## src/rtl/sd_blk_rx.sv

```systemverilog
module sd_blk_rx #(
  parameter int BLK_BYTES = 512
) (
  input  logic       clk,
  input  logic       rst_n,
  input  logic       start,
  input  logic       dat_en,
  input  logic [3:0] dat,
  output logic       push,
  output logic [7:0] push_data,
  output logic       done,
  output logic       crc_err
);
  localparam int BW = (BLK_BYTES > 1) ? $clog2(BLK_BYTES) : 1;
  localparam logic [BW-1:0] LAST = BW'(BLK_BYTES - 1);
  localparam logic [15:0] POLY = 16'h1021;

  typedef enum logic [2:0] {S_IDLE, S_ARM, S_DATA, S_CRC, S_END} st_t;

  st_t              st;
  logic [BW-1:0]    bcnt;
  logic             half;
  logic [3:0]       hi;
  logic [3:0]       ccnt;
  logic             mism;
  logic [3:0][15:0] crc, crc_nxt, crc_sh;
  logic [3:0]       crc_msb;

  for (genvar g = 0; g < 4; g++) begin : g_lane
    assign crc_sh[g]  = {crc[g][14:0], 1'b0};
    assign crc_nxt[g] = crc_sh[g] ^ ({16{crc[g][15] ^ dat[g]}} & POLY);
    assign crc_msb[g] = crc[g][15];
  end

  always_ff @(posedge clk) begin
    if (!rst_n) begin
      st <= S_IDLE;
      bcnt <= '0;
      half <= 1'b0;
      hi <= '0;
      ccnt <= '0;
      mism <= 1'b0;
      crc <= '0;
      push <= 1'b0;
      push_data <= '0;
      done <= 1'b0;
      crc_err <= 1'b0;
    end else begin
      push <= 1'b0;
      done <= 1'b0;
      crc_err <= 1'b0;
      unique case (st)
        S_IDLE: if (start) st <= S_ARM;
        S_ARM: if (dat_en && dat == 4'h0) begin
          st <= S_DATA;
          bcnt <= '0;
          half <= 1'b0;
          ccnt <= '0;
          mism <= 1'b0;
          crc <= '0;
        end
        S_DATA: if (dat_en) begin
          crc <= crc_nxt;
          if (!half) begin
            hi <= dat;
            half <= 1'b1;
          end else begin
            push <= 1'b1;
            push_data <= {hi, dat};
            half <= 1'b0;
            if (bcnt == LAST) st <= S_CRC;
            else bcnt <= bcnt + 1'b1;
          end
        end
        S_CRC: if (dat_en) begin
          if (dat != crc_msb) mism <= 1'b1;
          crc <= crc_sh;
          ccnt <= ccnt + 1'b1;
          if (ccnt == 4'd15) st <= S_END;
        end
        S_END: if (dat_en) begin
          done <= 1'b1;
          crc_err <= mism | (dat != 4'hF);
          st <= S_IDLE;
        end
        default: st <= S_IDLE;
      endcase
    end
  end

  assert_push_from_data_R6: assert property (@(posedge clk) disable iff (!rst_n)
    push |-> $past(st == S_DATA));
  assert_push_done_apart_R6: assert property (@(posedge clk) disable iff (!rst_n)
    !(push && done));
  assert_done_pulse_R9: assert property (@(posedge clk) disable iff (!rst_n)
    done |=> !done);
  assert_done_after_end_R8: assert property (@(posedge clk) disable iff (!rst_n)
    done |-> $past(st == S_END));
  assert_err_with_done_R9: assert property (@(posedge clk) disable iff (!rst_n)
    crc_err |-> done);
endmodule

```

## config.mk

```make
export PLATFORM = sky130hd
export DESIGN_NAME = sd_blk_rx
export DESIGN_NICKNAME = d
export VERILOG_FILES = /design/src/rtl/sd_blk_rx.sv
export SDC_FILE = /design/constraint.sdc
export NUM_CORES = 1
export LEC_CHECK = 0
export ABC_AREA = 0
export BUFFER_PORTS_ARGS = -buffer_cell sky130_fd_sc_hd__buf_4
export CAP_MARGIN = 20
export CORE_UTILIZATION = 60
export CTS_CLUSTER_DIAMETER = 60
export DETAILED_ROUTE_END_ITERATION = 10
export PLACE_DENSITY = 0.78
export RECOVER_POWER = 50
export SYNTH_ARGS = -nofsm -noshare
export SYNTH_HDL_FRONTEND = slang
export SYNTH_SLANG_ARGS = --single-unit
```

## constraint.sdc

```tcl
create_clock -name clk -period 2.79 [get_ports clk]
set_clock_uncertainty 0.1 [all_clocks]
set_input_delay 0.4185 -clock clk [delete_from_list [all_inputs] [get_ports clk]]
set_output_delay 0.4185 -clock clk [all_outputs]
set_load 0.05 [all_outputs]
```

==> results of run 1 <==
==> layout make-up <==
| class | instances | area [um2] | share of cell area |
|---|---|---|---|
| Sequential cell | 97 | 1942 | 0.4547 |
| Multi-Input combinational cell | 331 | 1815 | 0.4251 |
| Timing Repair Buffer | 28 | 190.2 | 0.04454 |
| Clock buffer | 11 | 151.4 | 0.03545 |
| Tap cell | 77 | 96.34 | 0.02256 |
| Clock inverter | 5 | 63.81 | 0.01494 |
| Inverter | 3 | 11.26 | 0.002637 |
==> flip-flops by register name (all words and copies together) (netlist names) <==
register	flops
bcnt	9
st	3
push_data	8
done	1
push	1
crc	64
mism	1
ccnt	4
hi	4
half	1
crc_err	1
==> cell families (layout without fill, tap and decap cells) <==
logic type	after synthesis	count (layout)	share of synthesized area
compound gates	101	101	0.1486
xor+xnor	13	13	0.02872
fa+ha+maj	3	3	0.009468
buf+inv	38	47	0.04954
flops	97	97	0.4897
mux	13	13	0.03282
simple gates	201	201	0.2411
==> stage by stage <==
stage / std cells / utilization
after floorplan: 466 / -
after global placement: 536 / 0.6506
after detailed placement: 536 / 0.6506
final: 552 / 0.6725
after CTS: 552 / 0.6845
after global routing: 552 / 0.6725
==> worst max-delay path: cells and delay by family (launching register included) <==
| family | cells | cell delay, ns |
|---|---|---|
| compound gates | 1 | 0.18 |
| buf+inv | 1 | 0.52 |
| flops | 1 | 0.61 |
| simple gates | 2 | 0.93 |
==> power breakdown <==
group,switching (mW),internal (mW),total (mW),leakage (nW)
clock network,0.485,0.468,0.953,0.106
logic,0.0646,0.0292,0.0938,0.529
registers,0.00349,1.39,1.39,0.781
==> synth_stat cells, types with 3 or more instances <==
cell type | n | area [um2]
sky130_fd_sc_hd__ha_1 | 3 | 37.54
sky130_fd_sc_hd__buf_6 | 5 | 56.30
sky130_fd_sc_hd__nand2_1 | 72 | 270.3
sky130_fd_sc_hd__xnor2_1 | 11 | 96.34
sky130_fd_sc_hd__nor2_1 | 23 | 86.33
sky130_fd_sc_hd__nand3b_1 | 5 | 37.54
sky130_fd_sc_hd__buf_1 | 3 | 11.26
sky130_fd_sc_hd__mux2i_1 | 13 | 130.1
sky130_fd_sc_hd__o221a_2 | 3 | 33.78
sky130_fd_sc_hd__clkbuf_1 | 14 | 52.55
sky130_fd_sc_hd__dfxtp_1 | 97 | 1942
sky130_fd_sc_hd__nand4_1 | 3 | 18.77
sky130_fd_sc_hd__or3_1 | 5 | 31.28
sky130_fd_sc_hd__nor4_1 | 4 | 25.02
sky130_fd_sc_hd__a21oi_1 | 68 | 340.3
sky130_fd_sc_hd__o21ai_0 | 18 | 90.09
sky130_fd_sc_hd__nor2b_1 | 4 | 25.02
sky130_fd_sc_hd__nand3_1 | 73 | 365.4
sky130_fd_sc_hd__buf_2 | 13 | 65.06
==> routing by layer <==
metal / GRT usage / wire (um) / up-vias
li1: - / - / 1624
met1: 0.3357 / 3827 / 1575
met2: 0.3867 / 3815 / 57
met3: 0.03579 / 263 / 11
met4: 0.1003 / 120 / 0
met5: 0 / 0 / -
==> placed cells by master, fill, tap and decap left out, types with 3 or more instances in the layout <==
cell type and instances:
sky130_fd_sc_hd__o221a_2 3, sky130_fd_sc_hd__buf_4 9, sky130_fd_sc_hd__nor2b_1 3, sky130_fd_sc_hd__nand2_1 72
sky130_fd_sc_hd__nor4_1 4, sky130_fd_sc_hd__nor2_1 23, sky130_fd_sc_hd__mux2i_1 13, sky130_fd_sc_hd__a21oi_1 68
sky130_fd_sc_hd__dfxtp_1 97, sky130_fd_sc_hd__ha_1 3, sky130_fd_sc_hd__clkbuf_8 11, sky130_fd_sc_hd__buf_12 3
sky130_fd_sc_hd__clkbuf_1 14, sky130_fd_sc_hd__xnor2_1 11, sky130_fd_sc_hd__nand4_1 3, sky130_fd_sc_hd__nand3_1 73
sky130_fd_sc_hd__clkinv_4 3, sky130_fd_sc_hd__nand3b_1 5, sky130_fd_sc_hd__o21ai_0 18, sky130_fd_sc_hd__or3_1 5
==> worst max path at each step <==
stage	startpoint	cells after the start	to	slack, ns
after CTS	bcnt[0]	8	bcnt[4]	0.40
after global routing	st[1]	4	crc[39]	0.19
after floorplan	bcnt[0]	9	bcnt[2]	0.53
after global placement	bcnt[0]	8	bcnt[3]	0.51
final	st[1]	4	crc[42]	0.37
after detailed placement	bcnt[0]	8	bcnt[4]	0.42
==> flow_metrics.tcl, run 1 <==
set metrics [dict create \
    outcome "complete, no violations" \
    setup_ws_ns 0.3721 \
    cp_data_required_time_ns 2.98 \
    yosys_warnings 0 \
    worst_hold_startpoint "dat[3]" \
    hold_slack_ns 0.2096 \
    worstSetupEndpointType "flip-flop" \
    rows 29 \
    timing.critical_path.slowest_stage_cell "sky130_fd_sc_hd__nor2b_2" \
    globalplace.congestion 0.8173 \
    max-vdd-ir-drop_mv 0.4237 \
    syn_area_per_cell_um2 8.509 \
    hold_depth 2 \
    die-width_um 83.29 \
    floorplan.core_area_um2 6350 \
    placed_cell_area_um2 4131 \
    post_route_drc_violation_count 0 \
    worst_ep_arrival_time_ns 2.60 \
    layout-area-overhead-vs-synth_pct 7.700 \
    synthesis.nets 477 \
    relSlewSlack 0.4328 \
    start_util 0.6244 \
    synth-edff-count 0 \
    worstMarginPinSlew_ns 0.8469 \
    synth_sequential_area_ratio 0.4897 \
    maxClockFrequency_mhz 413.6 \
    io_buffer_count 18 \
    post-dp-hpwl_mm 5.198 \
    rsz0062_at_grt "no" \
    worst_setup_path_start_kind "flip-flop" \
    ctsLongestPathBuffers 2 \
    design.final.nets 481 \
    tot_gr_track_use 0.2444 \
    die-area_um2 6937 \
    worst_hold_path_endpoint "crc_err" \
    numCtsBuffers 9 \
    synth.cell_area_um2 3965 \
    cts-htree-levels 3 \
    vias 3267 \
    async_set_or_reset_register_ratio_after_synthesis 0 \
    final_layout_size_suffix_gt1_frac 0.08632 \
    post_drt_via_cell_ratio 5.918 \
    final.period_utilization 0.8666 \
    timing.critical_path.cells "nor2b_2 > clkbuf_2 > nand3_1 > a21oi_1" \
    pre_cts_ws_ns 0.4246 \
    post_synth_num_cell_types 43 \
    detail_route.first_pass.iterations 4 \
    finalHoldViolations 0 \
    globalRouteOverflowTotal 0 \
    route.antenna.remaining_nets 0 \
    grt_antenna_before_repair 0 \
    top_level_pins 19 \
    clkSlewWorstSetupHoldPaths_ns 0.09 \
    r2r_setup_slack_ns 0.37 \
    final_non_filler_cell_area_um2 4270 \
    worstRegToRegCells 4 \
    drt_first_iter_violations 167 \
    cts.root.buffer_cell "sky130_fd_sc_hd__clkbuf_8" \
    vias_in_the_first_global_route 3005 \
    cap_violations 0 \
    postSynthRegisterBits 97 \
    worst-path-max-fanout 23 \
    grt_first_pass_wirelength_mm 13.86 \
    leakage_component_of_the_power_nw 1.416 \
    overall_power_of_the_completed_layout_mw 2.435 \
    worst_r2r_endpoint "crc[42]" \
    chipHeight_um 83.29 \
    clock_sink_count 97 \
    worst_skew_pair.late_latency_ns 0.36 \
    power_density_nw_per_um2 570.2 \
    critPathKind "flip-flop to flip-flop" \
    diodes 0 \
    r2r-start "st[1]" \
    totalWireLength_mm 8.026 \
    report.final.slew_viol_count 0 \
    grt_start_max_net_pins 61 \
    synthesis.instances 466 \
    fin_crit_ns 2.418 \
    setup_total_negative_slack_ns 0 \
    worst_path_largest_cell_delay_ns 0.79 \
    synth_ff_type "sky130_fd_sc_hd__dfxtp_1" \
    detail_route.wl_per_cell_um 14.54 \
    post_cts_hold_fix_bufs 0 \
    finalSetupViolCount 0 \
    cts_tree "done" \
    cts-resized-gates 0 \
    fillerInstances 526 \
    hold_crit_class "primary input to flip-flop" \
    post_cts_buffers 0 \
]
No activity file was read; power rests on OpenSTA's default activity.
==> inputs of run 2 (changes only) <==
BUFFER_PORTS_ARGS = default   (was -buffer_cell sky130_fd_sc_hd__buf_4)
CORE_UTILIZATION = 62   (was 60)
DONT_BUFFER_PORTS = 1   (was default)
==> run 2 against run 1 <==
  * Routed wire length shrank 3.3%
  * Flip-flop and latch count unchanged
  * Non-clock buffer count down 19
  * Setup slack better by 0.059 ns
  * Hold slack worse by 0.15 ns
  * First-iteration DRC count increased by 35%
  * Combinational power decreased by 27%
  * Maximum frequency is 2.5% higher
  * Die area shrank 3.1%
  * Final cell count fell by 3.8%
  * Critical path type unchanged
  * Critical endpoint is now bcnt[2]
  * Largest cell class unchanged
==> flow_metrics.tcl, run 2 (same netlist as run 1, synthesis figures left out) <==
set metrics [dict create \
    outcome "complete, no violations" \
    clkSlewWorstSetupHoldPaths_ns 0.09 \
    rows 28 \
    diodes 0 \
    rsz0062_at_grt "no" \
    maxClockFrequency_mhz 423.9 \
    p_comb_frac 0.027 \
    cts.root.buffer_cell "sky130_fd_sc_hd__clkbuf_8" \
    worst_hold_path_endpoint "crc_err" \
    start_util 0.6542 \
    worst_ep_arrival_time_ns 2.51 \
    grt_antenna_before_repair 0 \
    totalWireLength_mm 7.765 \
    worstSetupEndpointType "flip-flop" \
    cap_violations 0 \
    cts-htree-levels 3 \
    worst_setup_path_start_kind "flip-flop" \
    drt_first_iter_violations 225 \
    share_seq_of_total_power 0.547 \
    post-dp-hpwl_mm 4.931 \
    power_frac_clock 0.426 \
    cp_data_required_time_ns 2.94 \
    globalplace.congestion 0.8649 \
    vias_in_the_first_global_route 2877 \
    grt_first_pass_wirelength_mm 13.14 \
    critPathKind "flip-flop to flip-flop" \
    clock_sink_count 97 \
    die-width_um 81.97 \
    post_cts_buffers 0 \
    cell_internal_pwr_mw 2.026 \
    post_route_drc_violation_count 0 \
    p_sw_mw 0.5176 \
    pre_cts_ws_ns 0.4521 \
    worst_r2r_endpoint "bcnt[2]" \
    detail_route.first_pass.iterations 5 \
    postLayoutCoreUtil 0.6889 \
    tot_gr_track_use 0.2549 \
    leakage_component_of_the_power_nw 1.383 \
    worst_hold_startpoint "dat[3]" \
    floorplan.core_area_um2 6061 \
    setup_ws_ns 0.4310 \
    post_drt_via_cell_ratio 5.962 \
    grt_start_max_net_pins 59 \
    r2r-start "bcnt[0]" \
    vias 3166 \
    fin_crit_ns 2.359 \
    final.period_utilization 0.8455 \
    max_ffs_per_register 64 \
    worst-path-max-fanout 7 \
    worstRegToRegCells 8 \
    worst_skew_pair.late_latency_ns 0.36 \
    switching_share 0.2035 \
    finalSetupViolCount 0 \
    hold_depth 1 \
    io_buffer_count 0 \
    largest_registers "crc (64), bcnt (9), push_data (8)" \
    numCtsBuffers 9 \
    globalRouteOverflowTotal 0 \
    finalHoldViolations 0 \
    r2r_setup_slack_ns 0.43 \
    critical_path.startpoint "bcnt[0]" \
    final_cell_mix "sky130_fd_sc_hd__dfxtp_1, sky130_fd_sc_hd__nand3_1, sky130_fd_sc_hd__nand2_1" \
    design.final.nets 462 \
    ctsLongestPathBuffers 2 \
    route.antenna.remaining_nets 0 \
    report.final.slew_viol_count 0 \
    overall_power_of_the_completed_layout_mw 2.543 \
    worstMarginPinSlew_ns 0.9074 \
    cts_tree "done" \
    cts-resized-gates 0 \
    chipHeight_um 81.97 \
    detail_route.wl_per_cell_um 14.62 \
    layout_commonest_cell "sky130_fd_sc_hd__dfxtp_1" \
    largest_register "crc" \
    post_cts_hold_fix_bufs 0 \
    relSlewSlack 0.3923 \
    setup_total_negative_slack_ns 0 \
    hold_crit_class "primary input to flip-flop" \
    final_layout_size_suffix_gt1_frac 0.07456 \
    power_density_nw_per_um2 609.1 \
    top_level_pins 19 \
    die-area_um2 6719 \
    layout-area-overhead-vs-synth_pct 5.301 \
    max-vdd-ir-drop_mv 0.4353 \
]
## run 2: power by group through the flow
stage          clock network [mW]  registers, mW  logic (mW)
3_3_place_gp                    0           1.42      0.0688
5_1_grt                      1.16           1.39      0.0749
4_1_cts                      1.10           1.39      0.0698
2_1_floorplan                   0           1.42      0.0676
6_report                     1.08           1.39      0.0684
3_5_place_dp                    0           1.42      0.0695
## run 2: critical path, stage by stage (launching register included)
cell and delay [ns]:
sky130_fd_sc_hd__dfxtp_1 0.35, sky130_fd_sc_hd__ha_1 0.22, sky130_fd_sc_hd__nand3_1 0.16, sky130_fd_sc_hd__nor3_1 0.09, sky130_fd_sc_hd__ha_1 0.20, sky130_fd_sc_hd__or3b_1 0.41, sky130_fd_sc_hd__or2_1 0.32, sky130_fd_sc_hd__and2_1 0.20
sky130_fd_sc_hd__o221a_2 0.23
## run 2: cell type report
type	instances	area [um2]
fill	496	1886
multi-input combinational	331	1807
timing repair buffer	9	77.57
clock inverter	5	102.6
tap	75	93.84
inverter	3	11.26
sequential	97	1942
clock buffer	11	141.4
## run 2: worst max path at each step
stage                         end  slack (ns)  cells after the start
after floorplan           bcnt[2]        0.53                      9
after global placement    bcnt[2]        0.50                      8
after detailed placement  bcnt[2]        0.45                      8
after CTS                 bcnt[2]        0.43                      8
after global routing      crc[47]        0.22                      4
final                     bcnt[2]        0.43                      8
## run 2: routing by layer
metal | wire [um] | GRT usage | vias up
li1 | - | - | 1586
met1 | 3644 | 0.3452 | 1487
met2 | 3654 | 0.3975 | 81
met3 | 351 | 0.05000 | 12
met4 | 114 | 0.1018 | 0
met5 | 0 | 0 | -
## run 2: stage by stage
stage	instance area [um2]	std cells	hold slack, ns
2_1_floorplan	3965	466	0.3238
3_3_place_gp	3961	515	0.3380
3_5_place_dp	3961	515	0.3442
4_1_cts	4205	531	0.05237
5_1_grt	4175	531	0.04400
6_report	4175	531	0.06039
==> inputs of run 3 (changes only) <==
ABC_AREA = 1   (was 0)
CORE_UTILIZATION = 57   (was 62)
PLACE_DENSITY = 0.75   (was 0.78)
clock period = 2.16 ns   (was 2.79 ns; I/O delays follow)
==> run 3 against run 2 <==
  * Setup slack got worse by 0.29 ns
  * Register-to-register slack got worse by 0.29 ns
  * Critical endpoint is now hi[3]
  * Largest power group is now combinational logic
  * Die area rose by 30%
  * Largest cell class is now multi-input gates
  * Clock power rose by 15%
  * Critical path depth fell by 2
  * First-iteration DRC count fell by 12%
  * Routed wire length rose by 17%
  * Combinational power rose to 49 times the previous value
  * Area after synthesis rose by 20%
==> flow_metrics.tcl, run 3 <==
set metrics [dict create \
    outcome "complete, no violations" \
    worstMarginPinSlew_ns 0.9456 \
    synth.cells.most_frequent "sky130_fd_sc_hd__inv_1, sky130_fd_sc_hd__nand2_1, sky130_fd_sc_hd__dfxtp_1" \
    max-vdd-ir-drop_mv 0.6819 \
    synthesis.instances 669 \
    rows 32 \
    final.period_utilization 0.9367 \
    clkSlewWorstSetupHoldPaths_ns 0.11 \
    worst_setup_path_start_kind "flip-flop" \
    grt_first_pass_wirelength_mm 15.86 \
    vias_in_the_first_global_route 3618 \
    globalRouteOverflowTotal 0 \
    worstSetupEndpointType "flip-flop" \
    grt_util_met2 0.3946 \
    tot_gr_track_use 0.2279 \
    floorplan.core_area_um2 7888 \
    worst_path_largest_cell_delay_ns 0.57 \
    crit_path_buf_inv_count 1 \
    max_ffs_per_register 64 \
    layout-area-overhead-vs-synth_pct 6.325 \
    hold_depth 2 \
    maxClockFrequency_mhz 494.2 \
    cts.root.buffer_cell "sky130_fd_sc_hd__clkbuf_8" \
    relSlewSlack 0.3675 \
    grt_util_met1 0.2740 \
    layer_with_the_highest_usage_after_global_routing "met2" \
    globalplace.congestion 0.8305 \
    fin_crit_ns 2.023 \
    synth.top_cells.by_area "sky130_fd_sc_hd__dfxtp_1, sky130_fd_sc_hd__inv_1, sky130_fd_sc_hd__nand2_1, sky130_fd_sc_hd__nor3_2, sky130_fd_sc_hd__a21oi_1" \
    pre_cts_ws_ns 0.1181 \
    cap_violations 0 \
    ctsLongestPathBuffers 2 \
    worst_ep_arrival_time_ns 2.24 \
    synth_ff_type "sky130_fd_sc_hd__dfxtp_1" \
    synth_largest_area_cell "sky130_fd_sc_hd__dfxtp_1" \
    setup_ws_ns 0.1366 \
    leakage_component_of_the_power_nw 2.234 \
    synth_most_common_cell "sky130_fd_sc_hd__inv_1" \
    cp_common_cell "sky130_fd_sc_hd__nor2_2" \
    critical_path_cell_count 6 \
    synth.cell_area_um2 4767 \
    post_route_drc_violation_count 0 \
    grt_antenna_before_repair 0 \
    timing.critical_path.slowest_stage_cell "sky130_fd_sc_hd__dlygate4sd3_1" \
    cp_data_required_time_ns 2.38 \
    worstRegToRegCells 6 \
    final_non_filler_cell_area_um2 5069 \
    top_level_pins 19 \
    finalHoldViolations 0 \
    drt_first_iter_violations 199 \
    grtUsageMet3 0.04797 \
    rsz0062_at_grt "no" \
    route.antenna.remaining_nets 0 \
    report.final.slew_viol_count 0 \
    numCtsBuffers 9 \
    synth_sequential_area_ratio 0.4073 \
    io_buffer_count 0 \
    die-width_um 93.45 \
    synthesis.nets 680 \
    cts-htree-levels 3 \
    hold_crit_class "primary input to flip-flop" \
    grt_start_max_net_pins 55 \
    critPathKind "flip-flop to flip-flop" \
    largest_register "crc" \
    post-dp-hpwl_mm 5.751 \
    overall_power_of_the_completed_layout_mw 7.540 \
    synth-edff-count 0 \
    yosys_warnings 0 \
    layout_commonest_cell "sky130_fd_sc_hd__inv_1" \
    worst_path_dominant_cell_family "simple AND/OR/NAND/NOR gates" \
    detail_route.first_pass.iterations 5 \
    design.final.nets 679 \
    post_drt_via_cell_ratio 5.039 \
    detail_route.wl_per_cell_um 11.74 \
    clock_sink_count 97 \
    postLayoutCoreUtil 0.6426 \
    finalSetupViolCount 0 \
    synthDominantCellAreaShare 0.4073 \
    die-area_um2 8733 \
    vias 3905 \
    totalWireLength_mm 9.095 \
    largest_registers "crc (64), bcnt (9), push_data (8)" \
    cts_tree "done" \
    diodes 0 \
    start_util 0.6044 \
    setup_total_negative_slack_ns 0 \
    syn_area_per_cell_um2 7.126 \
    final_layout_size_suffix_gt1_frac 0.1337 \
    fillerInstances 684 \
    post_synth_num_cell_types 29 \
    placed_cell_area_um2 4827 \
    chipHeight_um 93.45 \
    final_cell_mix "sky130_fd_sc_hd__inv_1, sky130_fd_sc_hd__nand2_1, sky130_fd_sc_hd__dfxtp_1" \
    power_density_nw_per_um2 1488 \
    timing.critical_path.cells "nor2_2 > nand3_1 > nor2_2 > o21ai_0 > dlygate4sd3_1 > nor2_1" \
    worst_skew_pair.late_latency_ns 0.37 \
    worst-path-max-fanout 7 \
    postSynthRegisterBits 97 \
    async_set_or_reset_register_ratio_after_synthesis 0 \
]
==> run 3: cells by family after synthesis <==
kind of cell / synth area share
flops: 0.4073
compound gates: 0.1517
xor+xnor: 0.007350
simple gates: 0.2761
fa+ha+maj: 0.007875
buf+inv: 0.1496
==> run 3: worst paths after layout <==
check        slack [ns]     to  start
max                0.14  hi[3]  st[2]
min               0.006  hi[0]  rst_n
max reg2reg        0.14  hi[3]  st[2]
min reg2reg        0.37   mism   mism
==> run 3: timing repair <==
item | CTS | global route
setup endpoints to repair | 0 | 6
resized for setup | 0 | 8
hold endpoints to repair | 34 | 0
hold buffers | 10 | 0
setup buffers | 0 | 0
==> run 3: stage by stage <==
step / cells / hold WS [ns]
5_1_grt: 775 / 0.03634
4_1_cts: 775 / 0.004850
3_5_place_dp: 749 / 0.3476
6_report: 775 / 0.006252
3_3_place_gp: 749 / 0.3425
2_1_floorplan: 669 / 0.3327
==> run 3: routing by layer <==
| layer | vias up | routed length (um) |
|---|---|---|
| li1 | 2067 | - |
| met5 | - | 0 |
| met2 | 83 | 4264 |
| met4 | 0 | 150 |
| met1 | 1742 | 4266 |
| met3 | 13 | 413 |
==> run 3: area by class of cell <==
cell class	instances	area [um2]	share of cell area
timing repair buffer	19	185.2	0.03653
sequential	97	1946	0.3839
inverter	144	540.5	0.1066
clock inverter	7	83.83	0.01654
tap	102	127.6	0.02518
multi-input combinational	397	2062	0.4068
clock buffer	9	123.9	0.02444
==> run 3: report_power, final <==
group	switching [mW]	internal, mW	total [mW]	leakage, nW
combinational	2.16	1.22	3.38	1.34
sequential	0.457	2.46	2.92	0.793
clock	0.687	0.556	1.24	0.102
